### config.mk
export PLATFORM = sky130hd
export DESIGN_NAME = llc_way_shrink_ctrl
export DESIGN_NICKNAME = d
export VERILOG_FILES = /design/src/rtl/llc_shrink_pkg.sv /design/src/rtl/llc_shrink_act_filter.sv /design/src/rtl/llc_shrink_way_decode.sv /design/src/rtl/llc_way_shrink_ctrl.sv
export SDC_FILE = /design/constraint.sdc
export NUM_CORES = 1
export LEC_CHECK = 0
export CAP_MARGIN = 20
export CORE_MARGIN = 2
export CORE_UTILIZATION = 48
export CTS_CLUSTER_SIZE = 40
export DETAILED_ROUTE_END_ITERATION = 8
export DONT_BUFFER_PORTS = 1
export PLACE_DENSITY = 0.66
export SYNTH_ARGS = -nofsm -noshare
export SYNTH_HDL_FRONTEND = slang
export SYNTH_HIERARCHICAL = 1
export SYNTH_SLANG_ARGS = --single-unit
### constraint.sdc
create_clock -name clk -period 2.9 [get_ports clk]
set_input_delay 0.435 -clock clk [delete_from_list [all_inputs] [get_ports clk]]
set_output_delay 0.435 -clock clk [all_outputs]
set_load 0.05 [all_outputs]
### src/rtl/llc_shrink_pkg.sv
package llc_shrink_pkg;

    typedef enum logic [1:0] {
        ST_FULL   = 2'd0,
        ST_FLUSH  = 2'd1,
        ST_SHRUNK = 2'd2,
        ST_WAKE   = 2'd3
    } shrink_state_e;

endpackage

### src/rtl/llc_shrink_act_filter.sv
module llc_shrink_act_filter #(
    parameter int ACT_W = 8,
    parameter int CNT_W = 8
) (
    input  logic             clk,
    input  logic             rst_n,
    input  logic             sample_valid,
    input  logic [ACT_W-1:0] activity_level,
    input  logic [ACT_W-1:0] low_thresh,
    input  logic [ACT_W-1:0] high_thresh,
    input  logic [CNT_W-1:0] dwell_samples,
    input  logic             clear,
    output logic             low_go,
    output logic             high_go
);

    localparam logic [CNT_W-1:0] CNT_MAX = '1;

    typedef struct packed {
        logic [CNT_W-1:0] low_run;
        logic [CNT_W-1:0] high_run;
    } run_t;

    run_t run_d, run_q;
    logic [CNT_W-1:0] need;

    always_comb begin
        run_d = run_q;
        if (clear) begin
            run_d.low_run  = '0;
            run_d.high_run = '0;
        end else if (sample_valid) begin
            if (activity_level < low_thresh) begin
                if (run_q.low_run != CNT_MAX) run_d.low_run = run_q.low_run + CNT_W'(1);
                run_d.high_run = '0;
            end else if (activity_level > high_thresh) begin
                if (run_q.high_run != CNT_MAX) run_d.high_run = run_q.high_run + CNT_W'(1);
                run_d.low_run = '0;
            end else begin
                run_d.low_run  = '0;
                run_d.high_run = '0;
            end
        end
        need    = (dwell_samples == '0) ? CNT_W'(1) : dwell_samples;
        low_go  = (run_q.low_run  >= need);
        high_go = (run_q.high_run >= need);
    end

    always_ff @(posedge clk or negedge rst_n) begin
        if (!rst_n) begin
            run_q.low_run  <= '0;
            run_q.high_run <= '0;
        end else begin
            run_q <= run_d;
        end
    end

endmodule

### src/rtl/llc_shrink_way_decode.sv
module llc_shrink_way_decode #(
    parameter int NUM_WAYS = 16,
    parameter int IDX_W    = 4
) (
    input  logic [IDX_W-1:0]    idx,
    output logic [NUM_WAYS-1:0] onehot
);

    for (genvar w = 0; w < NUM_WAYS; w++) begin : g_way
        assign onehot[w] = (idx == IDX_W'(w));
    end

endmodule

### src/rtl/llc_way_shrink_ctrl.sv
module llc_way_shrink_ctrl
    import llc_shrink_pkg::*;
#(
    parameter int NUM_WAYS  = 16,
    parameter int KEEP_WAYS = 2,
    parameter int ACT_W     = 8,
    parameter int CNT_W     = 8,
    parameter int SETTLE_W  = 8
) (
    input  logic                clk,
    input  logic                rst_n,
    input  logic                sample_valid,
    input  logic [ACT_W-1:0]    activity_level,
    input  logic [ACT_W-1:0]    low_thresh,
    input  logic [ACT_W-1:0]    high_thresh,
    input  logic [CNT_W-1:0]    dwell_samples,
    input  logic [SETTLE_W-1:0] settle_cycles,
    input  logic [NUM_WAYS-1:0] flush_ack,
    output logic [NUM_WAYS-1:0] flush_req,
    output logic [NUM_WAYS-1:0] way_sleep,
    output logic [NUM_WAYS-1:0] alloc_mask,
    output logic [1:0]          state_o
);

    localparam int IDX_W = $clog2(NUM_WAYS);
    localparam logic [IDX_W-1:0] KEEP_IDX = IDX_W'(KEEP_WAYS);
    localparam logic [IDX_W-1:0] LAST_IDX = IDX_W'(NUM_WAYS - 1);
    localparam logic [NUM_WAYS-1:0] FIRST_OH = NUM_WAYS'(1) << KEEP_WAYS;

    typedef struct packed {
        shrink_state_e       state;
        logic [IDX_W-1:0]    cursor;
        logic [NUM_WAYS-1:0] alloc;
        logic [NUM_WAYS-1:0] sleep;
        logic [NUM_WAYS-1:0] freq;
        logic [SETTLE_W-1:0] settle;
    } ctl_t;

    ctl_t ctl_d, ctl_q;
    logic clr_runs;
    logic low_go, high_go;
    logic [NUM_WAYS-1:0] cur_oh, nxt_oh;
    logic [IDX_W-1:0] nxt_idx;

    assign nxt_idx = ctl_q.cursor + IDX_W'(1);

    llc_shrink_act_filter #(.ACT_W(ACT_W), .CNT_W(CNT_W)) filt_i (
        .clk            (clk),
        .rst_n          (rst_n),
        .sample_valid   (sample_valid),
        .activity_level (activity_level),
        .low_thresh     (low_thresh),
        .high_thresh    (high_thresh),
        .dwell_samples  (dwell_samples),
        .clear          (clr_runs),
        .low_go         (low_go),
        .high_go        (high_go)
    );

    llc_shrink_way_decode #(.NUM_WAYS(NUM_WAYS), .IDX_W(IDX_W)) cur_dec_i (
        .idx    (ctl_q.cursor),
        .onehot (cur_oh)
    );

    llc_shrink_way_decode #(.NUM_WAYS(NUM_WAYS), .IDX_W(IDX_W)) nxt_dec_i (
        .idx    (nxt_idx),
        .onehot (nxt_oh)
    );

    always_comb begin
        ctl_d    = ctl_q;
        clr_runs = 1'b0;
        unique case (ctl_q.state)
            ST_FULL: begin
                if (low_go) begin
                    ctl_d.state  = ST_FLUSH;
                    ctl_d.cursor = KEEP_IDX;
                    ctl_d.alloc  = ctl_q.alloc & ~FIRST_OH;
                    ctl_d.freq   = '0;
                    clr_runs     = 1'b1;
                end
            end
            ST_FLUSH: begin
                if (ctl_q.freq == '0) begin
                    ctl_d.freq = cur_oh;
                end else if ((flush_ack & cur_oh) != '0) begin
                    ctl_d.freq  = '0;
                    ctl_d.sleep = ctl_q.sleep | cur_oh;
                    if (ctl_q.cursor == LAST_IDX) begin
                        ctl_d.state = ST_SHRUNK;
                    end else begin
                        ctl_d.cursor = nxt_idx;
                        ctl_d.alloc  = ctl_q.alloc & ~nxt_oh;
                    end
                end
            end
            ST_SHRUNK: begin
                if (high_go) begin
                    ctl_d.state  = ST_WAKE;
                    ctl_d.cursor = KEEP_IDX;
                    ctl_d.sleep  = ctl_q.sleep & ~FIRST_OH;
                    ctl_d.settle = settle_cycles;
                    clr_runs     = 1'b1;
                end
            end
            ST_WAKE: begin
                if (ctl_q.settle != '0) begin
                    ctl_d.settle = ctl_q.settle - SETTLE_W'(1);
                end else begin
                    ctl_d.alloc = ctl_q.alloc | cur_oh;
                    if (ctl_q.cursor == LAST_IDX) begin
                        ctl_d.state = ST_FULL;
                    end else begin
                        ctl_d.cursor = nxt_idx;
                        ctl_d.sleep  = ctl_q.sleep & ~nxt_oh;
                        ctl_d.settle = settle_cycles;
                    end
                end
            end
            default: ctl_d.state = ST_FULL;
        endcase
    end

    always_ff @(posedge clk or negedge rst_n) begin
        if (!rst_n) begin
            ctl_q.state  <= ST_FULL;
            ctl_q.cursor <= '0;
            ctl_q.alloc  <= '1;
            ctl_q.sleep  <= '0;
            ctl_q.freq   <= '0;
            ctl_q.settle <= '0;
        end else begin
            ctl_q <= ctl_d;
        end
    end

    assign flush_req  = ctl_q.freq;
    assign way_sleep  = ctl_q.sleep;
    assign alloc_mask = ctl_q.alloc;
    assign state_o    = ctl_q.state;

endmodule


# After elaboration in Yosys (flattened, before gate mapping)
# Index checks and enable logic that the tools add are counted.
[word_totals] reg_bits=78 input_bits=59
[classes] n_addsub=4 order_cmp=4 eq_ne=48 mux=31 n_bitwise=8 reduce_logical=23
[op_table] op="16-bit two-way mux" n=6
[op_table] op="16-bit case mux with 3 select lines" n=2
[op_table] op="38-bit two-way mux" n=2
[op_table] op="4-bit equality test, second input constant" n=16
[op_table] op="8-bit two-way mux" n=7
[op_table] op="54-bit two-way mux" n=1
[op_table] op="16-bit bitwise AND" n=3
[op_table] op="4-bit by 3-bit equality test with 1-bit output, second input constant" n=8
[op_table] op="16-bit bitwise OR" n=2
[op_table] op="16-bit case mux with 2 select lines" n=1
[op_table] op="6-bit case mux with 4 select lines" n=1
[op_table] op="6-bit AND reduction" n=4
[op_table] op="22-bit two-way mux" n=1
[op_table] op="20-bit two-way mux" n=1
[op_table] op="8-bit by 1-bit adder with 8-bit output, second input constant" n=2
[op_table] op="4-bit by 2-bit equality test with 1-bit output, second input constant" n=4
[op_table] op="8-bit greater-or-equal comparator" n=2
[op_table] op="16-bit logical NOT" n=1
[op_table] op="8-bit inequality test, second input constant" n=2
[op_table] op="16-bit inverter" n=1
[op_table] op="8-bit case mux with 2 select lines" n=1
[op_table] op="16-bit nonzero test" n=1
[op_table] op="2-bit inequality test, second input constant" n=7
[op_table] op="7-bit AND reduction" n=2
[op_table] op="other kinds (25)" n=40

# Depth between registers and ports, before layout
[logic_depth] ltp_word=8 ltp_mapped=15 mapped_depth_nobuf=14

# Cells and area by module
# The synthesis kept the hierarchy.
[by_module_without_submodules] mod="llc_way_shrink_ctrl" instances=1 cells_each=476 area_each_um2=4112.7 seq_area_each_um2=1571.5
[by_module_without_submodules] mod="llc_shrink_act_filter" instances=1 cells_each=212 area_each_um2=1750.4 seq_area_each_um2=400.4
[by_module_without_submodules] mod="llc_shrink_way_decode" instances=2 cells_each=20 area_each_um2=226.5 seq_area_each_um2=0.0

# Worst setup path before layout
# OpenSTA, ideal clock, no wires.
[synth_path] path_kind="input -> register" start="in dwell_samples[1]" end="reg ctl_q[0] in the netlist's numbering" setup_ns=0.134 arrival_ns=2.776 required_ns=2.766 setup_slack_ns=-0.010 stages=13 path_buffers=1 cell_sequence="nor4_1 > a41o_1 > ha_1 > nand2b_1 > a21oi_1 > nor2b_1 > o21ai_0 > a21oi_1 > o41a_1 > nor2b_1 > o21bai_1 > clkbuf_1 > o21ai_0"
[synth_via] elab_chain_len=5
[synth_rtl] item="start, declared" line_no="llc_way_shrink_ctrl.sv:16" source="input logic [CNT_W-1:0] dwell_samples,"
[synth_rtl] item="8-bit logical NOT" line_no="llc_shrink_act_filter.sv:44" source="need = (dwell_samples == '0) ? CNT_W'(1) : dwell_samples;"
[synth_rtl] item="8-bit two-way mux (*)" line_no="llc_shrink_act_filter.sv:44"
[synth_rtl] item="8-bit greater-or-equal comparator (*)" line_no="llc_shrink_act_filter.sv:46" source="high_go = (run_q.high_run >= need);"
[synth_rtl] item="via high_go" line_no="llc_way_shrink_ctrl.sv:41" source="logic low_go, high_go;"
[synth_rtl] item="2-bit by 1-bit inequality test with 1-bit output (no line) (*)"
[synth_rtl] item="3-bit AND reduction (no line) (*)"
[synth_rtl] item="end signal, assigned" line_no="llc_way_shrink_ctrl.sv:133" source="ctl_q <= ctl_d;"
[synth_rtl] item="end, declared" line_no="llc_way_shrink_ctrl.sv:39" source="ctl_t ctl_d, ctl_q;"
# Mark *: on every way through the listed nets, which the timed path passes. The rest lies on a longest branch.
# A chain may end at the register's enable or synchronous reset.

# Worst setup path in the final report
[layout_path] start="reg ctl_q[58] in the netlist's numbering" end="reg ctl_q (netlist bit way_sleep[12])"
[layout_via] word_cells_on_any_way=31 cone_classes="add/sub (1); eq/ne (18); mux (5); bitwise (4); reduce/logical (3)"
[layout_rtl] item="4-bit equality test" line_no="llc_shrink_way_decode.sv:10" source="assign onehot[w] = (idx == IDX_W'(w));"
[layout_rtl] item="via cur_oh[9]" line_no="llc_way_shrink_ctrl.sv:42" source="logic [NUM_WAYS-1:0] cur_oh, nxt_oh;"
[layout_rtl] item="16-bit bitwise AND" line_no="llc_way_shrink_ctrl.sv:86" source="end else if ((flush_ack & cur_oh) != '0) begin"
[layout_rtl] item="16-bit nonzero test" line_no="llc_way_shrink_ctrl.sv:86"
[layout_rtl] item="2-bit inequality test (no line)"
[layout_rtl] item="6-bit AND reduction (no line)"
# The timed path passes the listed nets, and every way through them passes these cells. The select of a mux whose other input is x is not followed.

==> impl_metrics.py <==
metrics = {
    "timing": {
        "worst_pin_slew_ps": 595,
        "slew_violations": 0,
        "finalSetupViolations": 0,
        "hold_viol": 0,
        "tns_ps": 0,
        "min_period_over_period_pct": 95.4,
        "slew_headroom_pct": 60.3,
        "fmax_mhz": 362,
        "fin_skew_ps": 8.20,
        "layout_min_cycle_time_ps": 2770,
        "fin_ws_ps": 134,
    },
    "detailed_routing": {
        "totalWireLength_mm": 16.3,
        "final_antenna_net_count": 0,
        "wl_per_cell_um": 18.3,
        "dr.first_iter.drc_count": 471,
        "dr_total_vias": 5410,
        "first_pass_iters": 5,
        "avgViaCountPerCell": 6.08,
        "drc": 0,
    },
    "critical_path": {
        "crit_type": "register to register",
        "end_kind": "register",
        "required_ps": 3110,
        "worstSetupStartpointType": "register",
        "crit_path_cell_trace": "buf_4, and4bb_1, a22oi_1, nand2_1, or4_1, buf_4, nand4_1, o211ai_2",
        "cp_common_cell": "buf_4",
        "regToRegStartpoint": "ctl_q[58]$_DFFE_PN0P_",
        "critical_path_arrival_ps": 2980,
        "cp_slowest_cell": "or4_1",
        "critical_path.startpoint": "ctl_q[58]$_DFFE_PN0P_",
        "cpPeakStageDelay_ps": 770,
        "path_max_fanout": 12,
    },
    "floorplan": {
        "die_w_um": 119,
        "die_h_um": 119,
        "start_util_pct": 49.6,
        "row_count": 41,
        "dieArea_mm2": 0.0141,
        "fp.coreArea_mm2": 0.0127,
        "io_pins": 109,
    },
    "placed_design": {
        "dp_hpwl_mm": 11.9,
        "gp_congestion": 0.856,
        "place_ws_ps": -236,
        "io_buffers": 0,
    },
    "global_routing": {
        "grt_antenna_before_repair": 0,
        "grtUsageTotal_pct": 23.4,
        "overflow": 0,
        "grt_max_degree": 79,
        "grt_pass1_vias": 5320,
        "grt_pass1_wl_mm": 27.1,
    },
    "job": {
        "maxCapViolCount": 0,
    },
    "synth": {
        "synth-seq-area-share_pct": 31.2,
        "synth_top_area_share_pct": 24.6,
        "ys_types": 75,
        "syn_nets": 828,
        "async_flop_share_pct": 100,
        "synth-main-ff-cell": "dfrtp_1",
        "syn_area_mm2": 0.00632,
        "yosys_warnings": 6,
        "synth_area_leaders": "dfrtp_1 25%, ha_1 8.1%, buf_4 7.0%, dfstp_2 6.7%, inv_1 3.9%",
        "syn_avg_cell_area_um2": 8.68,
        "synth_seq_cells": 78,
        "synth_edf_count": 0,
        "yosys.area.top_type": "dfrtp_1",
        "syn_inst": 728,
    },
    "clock_tree": {
        "clkSinkCount": 78,
        "cts_max_level": 3,
        "clk-insertion-delay-late_ps": 340,
        "tritoncts": "built",
        "cts_buffer_depth": 2,
        "cts_root_buffer": "clkbuf_16",
        "path_clk_slew_ps": 60,
        "numCtsBuffers": 9,
    },
    "pwr": {
        "peakVddDrop_mv": 0.464,
        "power_leakage_nw": 2.94,
        "total_power_w": 0.00733,
        "p_per_area_mw_per_mm2": 1080,
    },
    "hold_path": {
        "min_path_type": "input port to async pin",
    },
    "final_layout": {
        "antenna_cells": 0,
        "drive_gt1_share_pct": 19.9,
        "area_growth_pct": 7.33,
        "final_cell_mix": "66 x inv_1, 66 x nor2_1, 65 x nand2_1",
        "final_util_pct": 53.3,
        "fin_nets": 813,
    },
    "run_status": {
        "run_status": "completed",
    },
}
final timing paths:
path	cells past startpoint	slack [ps]	end
min in group clk	1	180	filt_i/run_q[6]$_DFFE_PN0P_
min reg2reg	1	540	ctl_q[7]$_DFFE_PN0P_
min	1	3	flush_req[15]$_DFFE_PN0P_
max reg2reg	8	130	way_sleep[12]$_DFFE_PN0P_
max in group asynchronous	1	2570	alloc_mask[2]$_DFFE_PN1P_
max	8	130	way_sleep[12]$_DFFE_PN0P_
metal layers:
| layer | GRT usage, % | up-vias | share of wire [%] |
|---|---|---|---|
| met3 | 4.58 | 29 | 4.9 |
| met2 | 39.8 | 169 | 50 |
| met5 | 0 | - | 0 |
| met1 | 29.6 | 2660 | 43 |
| met4 | 8.11 | 0 | 2.6 |
| li1 | - | 2552 | - |
logic make-up (layout without fill, tap and decap cells):
logic type               Yosys count  count (layout)  synth area share [%]
adder cells (fa/ha/maj)           41              41                  8.12
AND/OR/NAND/NOR                  255             255                  23.9
XOR/XNOR                           2               2                 0.277
multiplexers                      23              23                  3.70
buffers and inverters            156             146                  13.1
flip-flops                        78              78                  31.2
AO/OA/AOI/OAI                    173             173                  19.6
cells in the mapped netlist, types with 3 or more instances:
cell,number
o211ai_1,25
and4bb_1,8
o21ai_0,47
ha_1,41
and4_1,5
nand4_1,21
nand2_1,65
nor2_1,66
o211ai_2,10
dfrtp_1,62
mux2_2,3
nor2b_1,6
or3_1,3
nor3_1,16
buf_4,59
and4b_1,8
clkbuf_1,20
nor4b_2,9
a21oi_1,21
a211oi_1,6
nand2b_1,8
nand3_1,10
mux2i_1,20
and3_1,3
and4bb_2,4
o31ai_1,18
dfstp_2,16
inv_1,66
nor4_1,5
a31oi_1,6
a22oi_1,11
buf_2,6
power breakdown:
| part | leakage [nW] | total, W | internal, W | switching, W |
|---|---|---|---|---|
| registers | 0.934 | 0.00246 | 0.00150 | 0.000956 |
| clock network | 0.140 | 0.00114 | 0.000669 | 0.000469 |
| logic | 1.86 | 0.00373 | 0.00147 | 0.00226 |
state kept, by name (all words and copies together) (netlist names):
register      count
way_sleep        16
ctl_q            12
flush_req        16
state_o           2
alloc_mask       16
filt_i/run_q     16
worst max-delay path: cells and delay by family (launching register included):
family,cells,cell delay [ps]
and+or+nand+nor,4,1320
DFF,1,560
buffers and inverters,2,490
AOI/OAI and AO/OA,2,280
through the flow:
| stage | instance area (um2) | std cells | hold WS [ps] |
|---|---|---|---|
| after floorplan | 6320 | 728 | 139 |
| after global placement | 6400 | 870 | 142 |
| after detailed placement | 6400 | 870 | 143 |
| after CTS | 6720 | 887 | 8.45 |
| after global routing | 6780 | 890 | 22.2 |
| final | 6780 | 890 | 3.44 |
timing repair:
action	4_1_cts	5_1_grt
hold endpoints to repair	78	0
hold buffers	1	0
buffers inserted	0	2
resized for setup	0	9
endpoints found under the setup margin	0	24
cell type report:
cell class	count	area [um2]
clock buffer	11	233
clock inverter	5	60.1
fill	1194	5940
inverter	67	251
multi-input combinational	494	3550
sequential	78	1970
tap	172	215
timing repair buffer	63	500
Note: power is estimated with default switching activity, not from simulation.
